`src/rtl/duo_irq_pkg.sv`:
```
package duo_irq_pkg;
  localparam int unsigned NCH   = 2;
  localparam int unsigned MPI_W = 2;
  localparam int unsigned DW    = 8;
  localparam int unsigned SELW  = 2;

  // per-channel bit layout inside the status word
  localparam int unsigned CH_STRIDE = 4;
  localparam int unsigned OFS_TX    = 0;
  localparam int unsigned OFS_RX    = 1;
  localparam int unsigned OFS_BRK   = 2;
  localparam int unsigned BIT_CT    = 3;
  localparam int unsigned BIT_IN    = 7;

  // input change register layout
  localparam int unsigned ICR_LVL_LSB = 0;
  localparam int unsigned ICR_CHG_LSB = 4;

  typedef enum logic [SELW-1:0] {
    SEL_STAT  = 2'd0,
    SEL_MASK  = 2'd1,
    SEL_INCHG = 2'd2,
    SEL_NONE  = 2'd3
  } reg_sel_e;
endpackage

```
`src/rtl/duo_irq_sync.sv`:
```
module duo_irq_sync #(
  parameter int unsigned   W   = 2,
  parameter logic [W-1:0]  RST = '1
) (
  input  logic         clk_i,
  input  logic         rst_ni,
  input  logic [W-1:0] d_i,
  output logic [W-1:0] q_o
);
  logic [W-1:0] s1_q, s2_q;

  always_ff @(posedge clk_i or negedge rst_ni) begin
    if (!rst_ni) begin
      s1_q <= RST;
      s2_q <= RST;
    end else begin
      s1_q <= d_i;
      s2_q <= s1_q;
    end
  end

  assign q_o = s2_q;
endmodule

```
`src/rtl/duo_irq_cos.sv`:
```
module duo_irq_cos #(
  parameter int unsigned  W       = 2,
  parameter logic [W-1:0] RST_LVL = '1
) (
  input  logic         clk_i,
  input  logic         rst_ni,
  input  logic         tick_i,
  input  logic [W-1:0] sync_i,
  output logic [W-1:0] lvl_o,
  output logic [W-1:0] evt_o
);
  for (genvar g = 0; g < W; g++) begin : g_in
    logic lvl_q, pend_q, diff;

    assign diff = sync_i[g] ^ lvl_q;

    always_ff @(posedge clk_i or negedge rst_ni) begin
      if (!rst_ni) begin
        lvl_q  <= RST_LVL[g];
        pend_q <= 1'b0;
      end else if (tick_i) begin
        if (diff && pend_q) begin
          lvl_q  <= sync_i[g];
          pend_q <= 1'b0;
        end else begin
          pend_q <= diff;
        end
      end
    end

    assign lvl_o[g] = lvl_q;
    // second consecutive tick with the new level
    assign evt_o[g] = tick_i & pend_q & diff;
  end
endmodule

```
`src/rtl/duo_irq_sticky.sv`:
```
module duo_irq_sticky #(
  parameter int unsigned W = 2
) (
  input  logic         clk_i,
  input  logic         rst_ni,
  input  logic [W-1:0] set_i,
  input  logic [W-1:0] clr_i,
  output logic [W-1:0] q_o
);
  logic [W-1:0] flag_q;

  // set has priority over clear
  always_ff @(posedge clk_i or negedge rst_ni) begin
    if (!rst_ni) flag_q <= '0;
    else         flag_q <= set_i | (flag_q & ~clr_i);
  end

  assign q_o = flag_q;
endmodule

```
`src/rtl/duo_irq_ctrl.sv`:
```
module duo_irq_ctrl
  import duo_irq_pkg::*;
#(
  parameter logic [MPI_W-1:0] MPI_RST_LVL = '1
) (
  input  logic            clk_i,
  input  logic            rst_ni,
  input  logic [NCH-1:0]  tx_rdy_i,
  input  logic [NCH-1:0]  rx_rdy_i,
  input  logic [NCH-1:0]  brk_i,
  input  logic [NCH-1:0]  brk_clr_i,
  input  logic            ct_done_i,
  input  logic [MPI_W-1:0] mpi_i,
  input  logic            sample_tick_i,
  input  logic [SELW-1:0] reg_sel_i,
  input  logic            rd_i,
  input  logic            wr_i,
  input  logic [DW-1:0]   wdata_i,
  output logic [DW-1:0]   rdata_o,
  output logic            irq_oe_o,
  output logic            irq_n_o
);
  logic [DW-1:0]    mask_q;
  logic [DW-1:0]    status_w;
  logic [DW-1:0]    icr_w;
  logic [NCH-1:0]   brk_q, brk_evt_w, brk_flag_w;
  logic [MPI_W-1:0] mpi_sync_w, mpi_lvl_w, cos_evt_w, cos_flag_w, cos_clr_w;
  reg_sel_e         sel;

  assign sel = reg_sel_e'(reg_sel_i);

  // break state edge detect
  always_ff @(posedge clk_i or negedge rst_ni) begin
    if (!rst_ni) brk_q <= '0;
    else         brk_q <= brk_i;
  end
  assign brk_evt_w = brk_i ^ brk_q;

  duo_irq_sticky #(.W(NCH)) u_brk_flag (
    .clk_i  (clk_i),
    .rst_ni (rst_ni),
    .set_i  (brk_evt_w),
    .clr_i  (brk_clr_i),
    .q_o    (brk_flag_w)
  );

  duo_irq_sync #(.W(MPI_W), .RST(MPI_RST_LVL)) u_mpi_sync (
    .clk_i  (clk_i),
    .rst_ni (rst_ni),
    .d_i    (mpi_i),
    .q_o    (mpi_sync_w)
  );

  duo_irq_cos #(.W(MPI_W), .RST_LVL(MPI_RST_LVL)) u_mpi_cos (
    .clk_i  (clk_i),
    .rst_ni (rst_ni),
    .tick_i (sample_tick_i),
    .sync_i (mpi_sync_w),
    .lvl_o  (mpi_lvl_w),
    .evt_o  (cos_evt_w)
  );

  assign cos_clr_w = {MPI_W{rd_i && sel == SEL_INCHG}};

  duo_irq_sticky #(.W(MPI_W)) u_cos_flag (
    .clk_i  (clk_i),
    .rst_ni (rst_ni),
    .set_i  (cos_evt_w),
    .clr_i  (cos_clr_w),
    .q_o    (cos_flag_w)
  );

  // mask register
  always_ff @(posedge clk_i or negedge rst_ni) begin
    if (!rst_ni)                        mask_q <= '0;
    else if (wr_i && sel == SEL_MASK)   mask_q <= wdata_i;
  end

  // status word assembly
  always_comb begin
    status_w = '0;
    for (int c = 0; c < NCH; c++) begin
      status_w[c*CH_STRIDE + OFS_TX]  = tx_rdy_i[c];
      status_w[c*CH_STRIDE + OFS_RX]  = rx_rdy_i[c];
      status_w[c*CH_STRIDE + OFS_BRK] = brk_flag_w[c];
    end
    status_w[BIT_CT] = ct_done_i;
    status_w[BIT_IN] = |cos_flag_w;
  end

  always_comb begin
    icr_w = '0;
    icr_w[ICR_LVL_LSB +: MPI_W] = mpi_lvl_w;
    icr_w[ICR_CHG_LSB +: MPI_W] = cos_flag_w;
  end

  always_comb begin
    unique case (sel)
      SEL_STAT:  rdata_o = status_w;
      SEL_MASK:  rdata_o = mask_q;
      SEL_INCHG: rdata_o = icr_w;
      default:   rdata_o = '0;
    endcase
  end

  assign irq_oe_o = |(status_w & mask_q);
  assign irq_n_o  = ~irq_oe_o;
endmodule

```
`config.mk`:
```
export PLATFORM = sky130hd
export DESIGN_NAME = duo_irq_ctrl
export DESIGN_NICKNAME = d
export VERILOG_FILES = /design/src/rtl/duo_irq_pkg.sv /design/src/rtl/duo_irq_sync.sv /design/src/rtl/duo_irq_cos.sv /design/src/rtl/duo_irq_sticky.sv /design/src/rtl/duo_irq_ctrl.sv
export SDC_FILE = /design/constraint.sdc
export NUM_CORES = 1
export LEC_CHECK = 0
export ABC_AREA = 1
export BUFFER_PORTS_ARGS = -buffer_cell sky130_fd_sc_hd__buf_4
export CAP_MARGIN = 20
export CELL_PAD_IN_SITES_DETAIL_PLACEMENT = 1
export CELL_PAD_IN_SITES_GLOBAL_PLACEMENT = 1
export CORE_MARGIN = 5
export CORE_UTILIZATION = 34
export DETAILED_ROUTE_END_ITERATION = 8
export PLACE_DENSITY_LB_ADDON = 0.1
export SLEW_MARGIN = 20
export SYNTH_ARGS = -nofsm -noshare
export SYNTH_HDL_FRONTEND = slang
export SYNTH_SLANG_ARGS = --single-unit
```
`constraint.sdc`:
```
create_clock -name clk_i -period 1.1 [get_ports clk_i]
set_input_delay 0.22 -clock clk_i [delete_from_list [all_inputs] [get_ports clk_i]]
set_output_delay 0.22 -clock clk_i [all_outputs]
set_load 0.1 [all_outputs]
```
==> impl_metrics.json, run 1 <==
{
  "yosys-top-cells-count": "nand2_1, inv_1, dfrtp_1",
  "grt_pass1_wl_um": 6651,
  "rows": 20,
  "synth_seq_cells": 22,
  "track_usage_pct": 20.46,
  "yosysSeqAreaShare_pct": 51.80,
  "async_reset_ff_share_pct": 100.0,
  "netlist_instances": 143,
  "power_uw": 3744,
  "reg2reg_from": "u_mpi_cos.g_in[0].lvl_q",
  "finalSetupViolations": 10,
  "crit_fanout": 2,
  "cts_htree_levels": 1,
  "failed_checks": "negative setup slack",
  "cap_violations": 0,
  "synth_top_area_share_pct": 37.17,
  "wl_met1_um": 1556,
  "endpoint_kind": "primary output",
  "maxSlewHeadroom_pct": 72.46,
  "viasPerCell": 4.792,
  "ant_nets": 0,
  "critPathKind": "register to primary output",
  "grt_pass1_vias": 1427,
  "r2r_slack_ns": 0.05,
  "num_antenna_cells": 0,
  "startpoint": "u_mpi_cos.g_in[1].lvl_q",
  "ioPinCount": 36,
  "cts_made_buffers": 3,
  "antenna_found_initial": 0,
  "area_growth_pct": 85.60,
  "die_y_um": 66.29,
  "clk_latency_ns": 0.32,
  "cp.arrival_ns": 1.45,
  "drc": 0,
  "drive_gt1_share_pct": 50.24,
  "synth.most_common_cell": "nand2_1",
  "cts.sinks": 22,
  "fin_nets": 238,
  "r2r_cells": 5,
  "vias": 1222,
  "grt_max_degree": 23,
  "synthFlopType": "dfrtp_1",
  "syn_area_per_cell_um2": 7.533,
  "ctsLongestPathBuffers": 2,
  "rsz0062_at_grt": "true",
  "slew_viol_final": 0,
  "dr.max_layer_used": "met4",
  "overflow": 0,
  "finalHoldViolCount": 0,
  "root_buffer": "clkbuf_4",
  "path_clk_slew_ns": 0.14,
  "fin_crit_sh_pct": 151.7,
  "r2r_end": "u_cos_flag.q_o[0]",
  "gp_congestion": 0.7408,
  "start_kind": "register",
  "design.core.area_mm2": 0.003053,
  "vdd_drop_max_mv": 0.7897,
  "wl_um": 4152,
  "layout_setup_ws_ns": -0.5691,
  "io_buffers": 35,
  "routed-wl-met3_um": 169,
  "wl_per_cell_um": 16.28,
  "status": "finished, violations left",
  "hold_path_class": "input pin to register",
  "synth.distinct_cells": 15,
  "drt_first_pass_iters": 4,
  "wl_met2_um": 2363,
  "tritoncts": "built",
  "power_density_mw_per_mm2": 1873,
  "final_util_pct": 65.49,
  "start_util_pct": 35.29,
  "syn_area_mm2": 0.001077,
  "synth_top_area_cell": "dfrtp_1",
  "yosysWarnings": 0,
  "critPathRequiredTime_ns": 0.88,
  "max_freq_mhz": 599.1,
  "leakage_uw": 0.001047,
  "synth_area_leaders": "dfrtp_1, nand2_1, dfstp_2",
  "drtIter0Drc": 36,
  "layout_min_cycle_time_ns": 1.669,
  "die_area_mm2": 0.004394,
  "crit_end": "rdata_o[1]",
  "hpwlAfterDp_um": 2700,
  "synth_edf_count": 0,
  "worst_pin_slew_ns": 0.4121,
  "die_w_um": 66.29,
  "clock_skew_ns": 0.005065,
  "syn_nets": 169
}
==> placed cells by master (no fill, tap or decap), types with 4 or more instances in the layout <==
| cell type | instances |
|---|---|
| o21ai_0 | 8 |
| nand2_4 | 10 |
| nand3_1 | 8 |
| nand2_1 | 47 |
| dfrtp_1 | 16 |
| nand2_2 | 8 |
| buf_12 | 8 |
| buf_4 | 44 |
| dfstp_2 | 6 |
| inv_1 | 14 |
| dlygate4sd3_1 | 5 |
| buf_6 | 9 |
| inv_2 | 4 |
==> sequential cells by signal, indices dropped and copies added, names as in the netlist <==
| name | cells |
|---|---|
| u_brk_flag.q_o | 2 |
| u_mpi_sync.s1_q | 2 |
| u_mpi_cos.g_in.lvl_q | 2 |
| mask_q | 8 |
| u_mpi_cos.g_in.pend_q | 2 |
| brk_q | 2 |
| u_cos_flag.q_o | 2 |
| u_mpi_sync.q_o | 2 |
==> worst min path at each step <==
stage          startpoint         to  slack [ns]  depth (start not counted)
6_report       wdata_i[5]  mask_q[5]        0.12                          3
5_1_grt        wdata_i[6]  mask_q[6]        0.13                          3
3_3_place_gp       rst_ni  mask_q[4]        0.12                          1
2_1_floorplan      rst_ni   brk_q[0]       -0.08                          0
4_1_cts        wdata_i[5]  mask_q[5]        0.13                          3
3_5_place_dp       rst_ni  mask_q[4]        0.13                          1
==> worst max-delay path, cell delays in order, from the launching register on <==
cell and delay, ns:
dfstp_2 0.58, inv_2 0.05, o211ai_1 0.23, buf_6 0.27
==> final cells by class <==
cell class	count	area (µm²)
clock buffers	3	22.52
multi-input cells	100	618.1
clock inverters	1	30.03
flip-flops and latches	22	558.0
well taps	44	55.05
fillers	369	1054
repair buffers	66	641.9
inverters	19	73.82
==> layer usage <==
layer,vias up,track usage [%]
met5,-,0
met4,0,7.614
met3,5,2.721
met2,32,39.65
met1,605,22.00
li1,580,-
==> report_power, final <==
group          internal [µW]  switching (µW)
registers               1010             140
logic                    785            1160
clock network            369             283
==> metrics by stage <==
stage / setup WS, ns / instance area [µm²] / cells / TNS [ns] / hold WS, ns
after floorplan: -1.140 / 1164 / 143 / -2.521 / -0.07559
after global placement: -0.2493 / 1653 / 245 / -2.533 / 0.1248
after detailed placement: -0.2789 / 1653 / 245 / -3.173 / 0.1260
after CTS: -0.5657 / 1967 / 254 / -3.865 / 0.1275
after global routing: -0.6341 / 1999 / 255 / -4.542 / 0.1320
final: -0.5691 / 1999 / 255 / -3.945 / 0.1213
==> kinds of logic (layout without fill, tap and decap cells) <==
family | after synthesis | count (layout) | synth area share [%]
compound gates | 14 | 14 | 6.968
buf+inv | 21 | 89 | 8.129
simple gates | 86 | 86 | 33.10
flops | 22 | 22 | 51.80
==> timing repair <==
action | CTS | global route
setup endpoints to repair | 10 | 13
hold endpoints to repair | 20 | 0
buffers inserted | 2 | 3
pin swaps | 10 | 7
hold buffers | 5 | 0
gates resized for setup | 52 | 13
Power figures use the tool's default switching activity.
==> inputs of run 2 (changes only) <==
--- a/config.mk
+++ b/config.mk
@@ -14,6 +14,7 @@
 export CORE_UTILIZATION = 34
 export DETAILED_ROUTE_END_ITERATION = 8
 export PLACE_DENSITY_LB_ADDON = 0.1
+export SKIP_CTS_REPAIR_TIMING = 1
 export SLEW_MARGIN = 20
 export SYNTH_ARGS = -nofsm -noshare
 export SYNTH_HDL_FRONTEND = slang
==> impl_metrics.json, run 2 (synthesized netlist as in run 1, its figures left out) <==
{
  "path_clk_slew_ns": 0.14,
  "rsz0062_at_grt": "true",
  "grt_max_degree": 23,
  "final_util_pct": 64.96,
  "critPathKind": "register to primary output",
  "fin_crit_sh_pct": 151.1,
  "failed_checks": "negative setup slack",
  "finalHoldViolCount": 0,
  "num_antenna_cells": 0,
  "wl_um": 3835,
  "place_area_mm2": 0.001653,
  "vias": 1194,
  "fin_area_mm2": 0.001983,
  "die_w_um": 66.29,
  "fin_nets": 238,
  "largest_register_ffs": 8,
  "finalSetupViolations": 10,
  "drc": 0,
  "io_buffers": 35,
  "gp_congestion": 0.7408,
  "cp.arrival_ns": 1.44,
  "hpwlAfterDp_um": 2700,
  "start_util_pct": 35.29,
  "ctsLongestPathBuffers": 2,
  "power_density_mw_per_mm2": 1855,
  "status": "finished, violations left",
  "clock_skew_ns": 0.01139,
  "overflow": 0,
  "drtIter0Drc": 33,
  "track_usage_pct": 16.40,
  "root_buffer": "clkbuf_4",
  "design.core.area_mm2": 0.003053,
  "ioPinCount": 36,
  "cts_htree_levels": 1,
  "top_register": "mask_q",
  "max_freq_mhz": 601.5,
  "wl_per_cell_um": 15.04,
  "cap_violations": 0,
  "hold_path_class": "input pin to register",
  "critPathRequiredTime_ns": 0.88,
  "cts_made_buffers": 3,
  "die_y_um": 66.29,
  "mostFrequentLayoutCells": "nand2_1, buf_4, dfrtp_1",
  "start_kind": "register",
  "power_uw": 3679,
  "layout_setup_ws_ns": -0.5626,
  "antenna_found_initial": 0,
  "tritoncts": "built",
  "endpoint_kind": "primary output",
  "rows": 20,
  "worst_pin_slew_ns": 0.4117,
  "cts.sinks": 22,
  "maxSlewHeadroom_pct": 72.49,
  "drive_gt1_share_pct": 47.87,
  "slew_viol_final": 0,
  "layout_min_cycle_time_ns": 1.663,
  "final_common_cell": "nand2_1",
  "clk_latency_ns": 0.33,
  "viasPerCell": 4.682,
  "leakage_uw": 0.001046,
  "grt_pass1_vias": 1290,
  "die_area_mm2": 0.004394,
  "grt_pass1_wl_um": 5471,
  "vdd_drop_max_mv": 0.7563,
  "drt_first_pass_iters": 6,
  "area_growth_pct": 84.09,
  "ant_nets": 0,
  "crit_fanout": 2
}
run 2: cell counts in the layout (fill, tap and decap cells not counted):
No cell type changed its count.
run 2: worst paths after layout:
check | from | to | slack, ns | cells after the start
worst max-delay path | u_mpi_cos.g_in[1].lvl_q | rdata_o[1] | -0.56 | 3
worst min-delay path | wdata_i[6] | mask_q[6] | 0.12 | 3
worst max register to register | u_mpi_cos.g_in[0].lvl_q | u_cos_flag.q_o[0] | 0.07 | 5
worst min register to register | u_mpi_sync.s1_q[1] | u_mpi_sync.q_o[1] | 0.36 | 0
max in group asynchronous | rst_ni | u_mpi_sync.s1_q[1] | 0.50 | 2
min in group asynchronous | rst_ni | mask_q[4] | 0.30 | 2
run 2: critical path: stages (launching register included):
cell      delay [ns]
dfstp_2         0.58
inv_2           0.04
o211ai_1        0.23
buf_6           0.27
run 2: power breakdown:
part           total, µW  internal (µW)  switching (µW)
Sequential          1130           1010             128
Clock                651            369             283
Combinational       1890            771            1120
run 2: final cells by class:
| type | count | area (µm²) |
|---|---|---|
| sequential | 22 | 558.0 |
| fill | 375 | 1070 |
| clock inverter | 1 | 30.03 |
| tap | 44 | 55.05 |
| timing repair buffer | 66 | 638.1 |
| clock buffer | 3 | 22.52 |
| inverter | 19 | 71.32 |
| multi-input combinational | 100 | 608.1 |
run 2: metrics by stage:
stage	cells	setup slack, ns	hold WS [ns]	TNS (ns)
after floorplan	143	-1.140	-0.07559	-2.521
after global placement	245	-0.2493	0.1248	-2.533
after detailed placement	245	-0.2789	0.1260	-3.173
after CTS	249	-0.5964	-0.2350	-4.872
after global routing	255	-0.6312	0.1232	-4.659
final	255	-0.5626	0.1236	-4.053
run 2: metal layers:
layer | part of all wire, % | vias to the layer above | GRT usage [%]
li1 | - | 580 | -
met1 | 38 | 581 | 18.32
met2 | 57 | 26 | 31.47
met3 | 4.0 | 7 | 2.041
met4 | 1.5 | 0 | 5.330
met5 | 0 | - | 0
==> inputs of run 3 (changes only) <==
--- a/config.mk
+++ b/config.mk
@@ -10,6 +10,7 @@
 export CAP_MARGIN = 20
 export CELL_PAD_IN_SITES_DETAIL_PLACEMENT = 1
 export CELL_PAD_IN_SITES_GLOBAL_PLACEMENT = 1
+export CORE_ASPECT_RATIO = 0.9
 export CORE_MARGIN = 5
 export CORE_UTILIZATION = 34
 export DETAILED_ROUTE_END_ITERATION = 8
==> impl_metrics.json, run 3 (synthesized netlist as in run 1, its figures left out) <==
{
  "status": "finished, violations left",
  "failed_checks": "negative setup slack",
  "rows": 19,
  "num_antenna_cells": 0,
  "multi_input_area_um2": 576.8,
  "path_clk_slew_ns": 0.13,
  "cts.sinks": 22,
  "start_util_pct": 35.40,
  "start_kind": "register",
  "top_register": "mask_q",
  "area_growth_pct": 78.86,
  "root_buffer": "clkbuf_4",
  "clk_latency_ns": 0.31,
  "endpoint_kind": "primary output",
  "fin_nets": 235,
  "finalHoldViolCount": 0,
  "gp_congestion": 0.8423,
  "cts_htree_levels": 1,
  "cp.arrival_ns": 1.41,
  "fin_crit_sh_pct": 148.4,
  "fillers": 367,
  "post-place-cells": 240,
  "overflow": 0,
  "wl_um": 3988,
  "ant_nets": 0,
  "setup_tns_ns": -3.980,
  "maxSlewHeadroom_pct": 80.40,
  "grt_pass1_vias": 1349,
  "sw_frac_of_total_pct": 41.31,
  "design.core.area_mm2": 0.003043,
  "clockPowerShare_pct": 17.7,
  "fin_area_mm2": 0.001927,
  "die_w_um": 69.34,
  "cap_violations": 0,
  "track_usage_pct": 17.29,
  "final_common_cell": "nand2_1",
  "vdd_drop_max_mv": 0.8834,
  "viasPerCell": 4.864,
  "grt_max_degree": 23,
  "hpwlAfterDp_um": 2710,
  "slew_viol_final": 0,
  "power_density_mw_per_mm2": 1867,
  "hold_path_class": "input pin to register",
  "tritoncts": "built",
  "place_area_mm2": 0.001628,
  "seqCellArea_um2": 558.0,
  "critPathRequiredTime_ns": 0.88,
  "p_sw_uw": 1486,
  "combPwrFrac_pct": 50.8,
  "drc": 0,
  "mostFrequentLayoutCells": "nand2_1, buf_4, dfrtp_1",
  "finalSetupViolations": 10,
  "rsz0062_at_grt": "true",
  "worst_pin_slew_ns": 0.2940,
  "drive_gt1_share_pct": 45.19,
  "stdcell_count": 250,
  "hold-worst-slack_ns": 0.1285,
  "cts_made_buffers": 3,
  "largest_register_ffs": 8,
  "ioPinCount": 36,
  "ctsLongestPathBuffers": 2,
  "grt_pass1_wl_um": 6016,
  "antenna_found_initial": 0,
  "die_y_um": 63.40,
  "layout_min_cycle_time_ns": 1.633,
  "wl_per_cell_um": 15.95,
  "final_util_pct": 63.32,
  "slowest_stage": "dfstp_2",
  "clock_skew_ns": 0.0009311,
  "vias": 1216,
  "max_freq_mhz": 612.5,
  "layout_setup_ws_ns": -0.5326,
  "crit_fanout": 2,
  "leakage_uw": 0.001021,
  "critPathKind": "register to primary output",
  "drt_first_pass_iters": 4,
  "power.internal_uw": 2111,
  "p_seq_share_pct": 31.5,
  "critical-path-max-stage-delay_ns": 0.57,
  "die_area_mm2": 0.004396,
  "path_cells": "inv_2, o211ai_1, buf_6",
  "io_buffers": 35,
  "drtIter0Drc": 47
}
==> run 3: power groups by stage <==
stage	clock, µW	sequential, µW	combinational, µW
2_1_floorplan	0	1130	941
6_report	637	1130	1830
3_5_place_dp	0	1140	1490
5_1_grt	702	1160	1960
3_3_place_gp	0	1120	1440
4_1_cts	661	1120	1500
==> run 3: cell type report <==
cell class	count	share of cell area [%]
clock buffers	3	1.169
clock inverters	1	1.558
inverters	19	3.701
multi-input cells	100	29.94
flip-flops and latches	22	28.96
well taps	42	2.727
repair buffers	63	31.95
==> run 3: worst paths after layout <==
check	slack (ns)	start	cells after the start	endpoint
worst max-delay path	-0.53	u_mpi_cos.g_in[0].lvl_q	3	rdata_o[0]
worst min-delay path	0.13	wdata_i[4]	3	mask_q[4]
worst max register to register	0.03	u_mpi_cos.g_in[0].lvl_q	5	u_cos_flag.q_o[0]
max in group asynchronous	0.51	rst_ni	2	u_mpi_cos.g_in[1].lvl_q
min in group asynchronous	0.31	rst_ni	2	mask_q[5]
worst min register to register	0.37	u_mpi_sync.s1_q[0]	0	u_mpi_sync.q_o[0]
==> run 3: per-layer routing <==
metal	vias up	share of wire (%)	GRT usage, %
met3	4	3.5	3.657
li1	573	-	-
met1	616	39	18.26
met2	23	57	33.57
met5	-	0	0
met4	0	0.90	5.854
==> run 3: through the flow <==
| step | total power [µW] | setup WS (ns) |
|---|---|---|
| after CTS | 3286 | -0.6233 |
| after detailed placement | 2631 | -0.2572 |
| after global routing | 3816 | -0.6044 |
| after global placement | 2557 | -0.2175 |
| final | 3598 | -0.5326 |
| after floorplan | 2066 | -1.140 |
==> run 3: worst max-delay path: cells and delay by family (launching register included) <==
kind,cells,cell delay [ns]
buffers and inverters,2,0.30
flip-flops,1,0.57
AO/OA/AOI/OAI,1,0.22
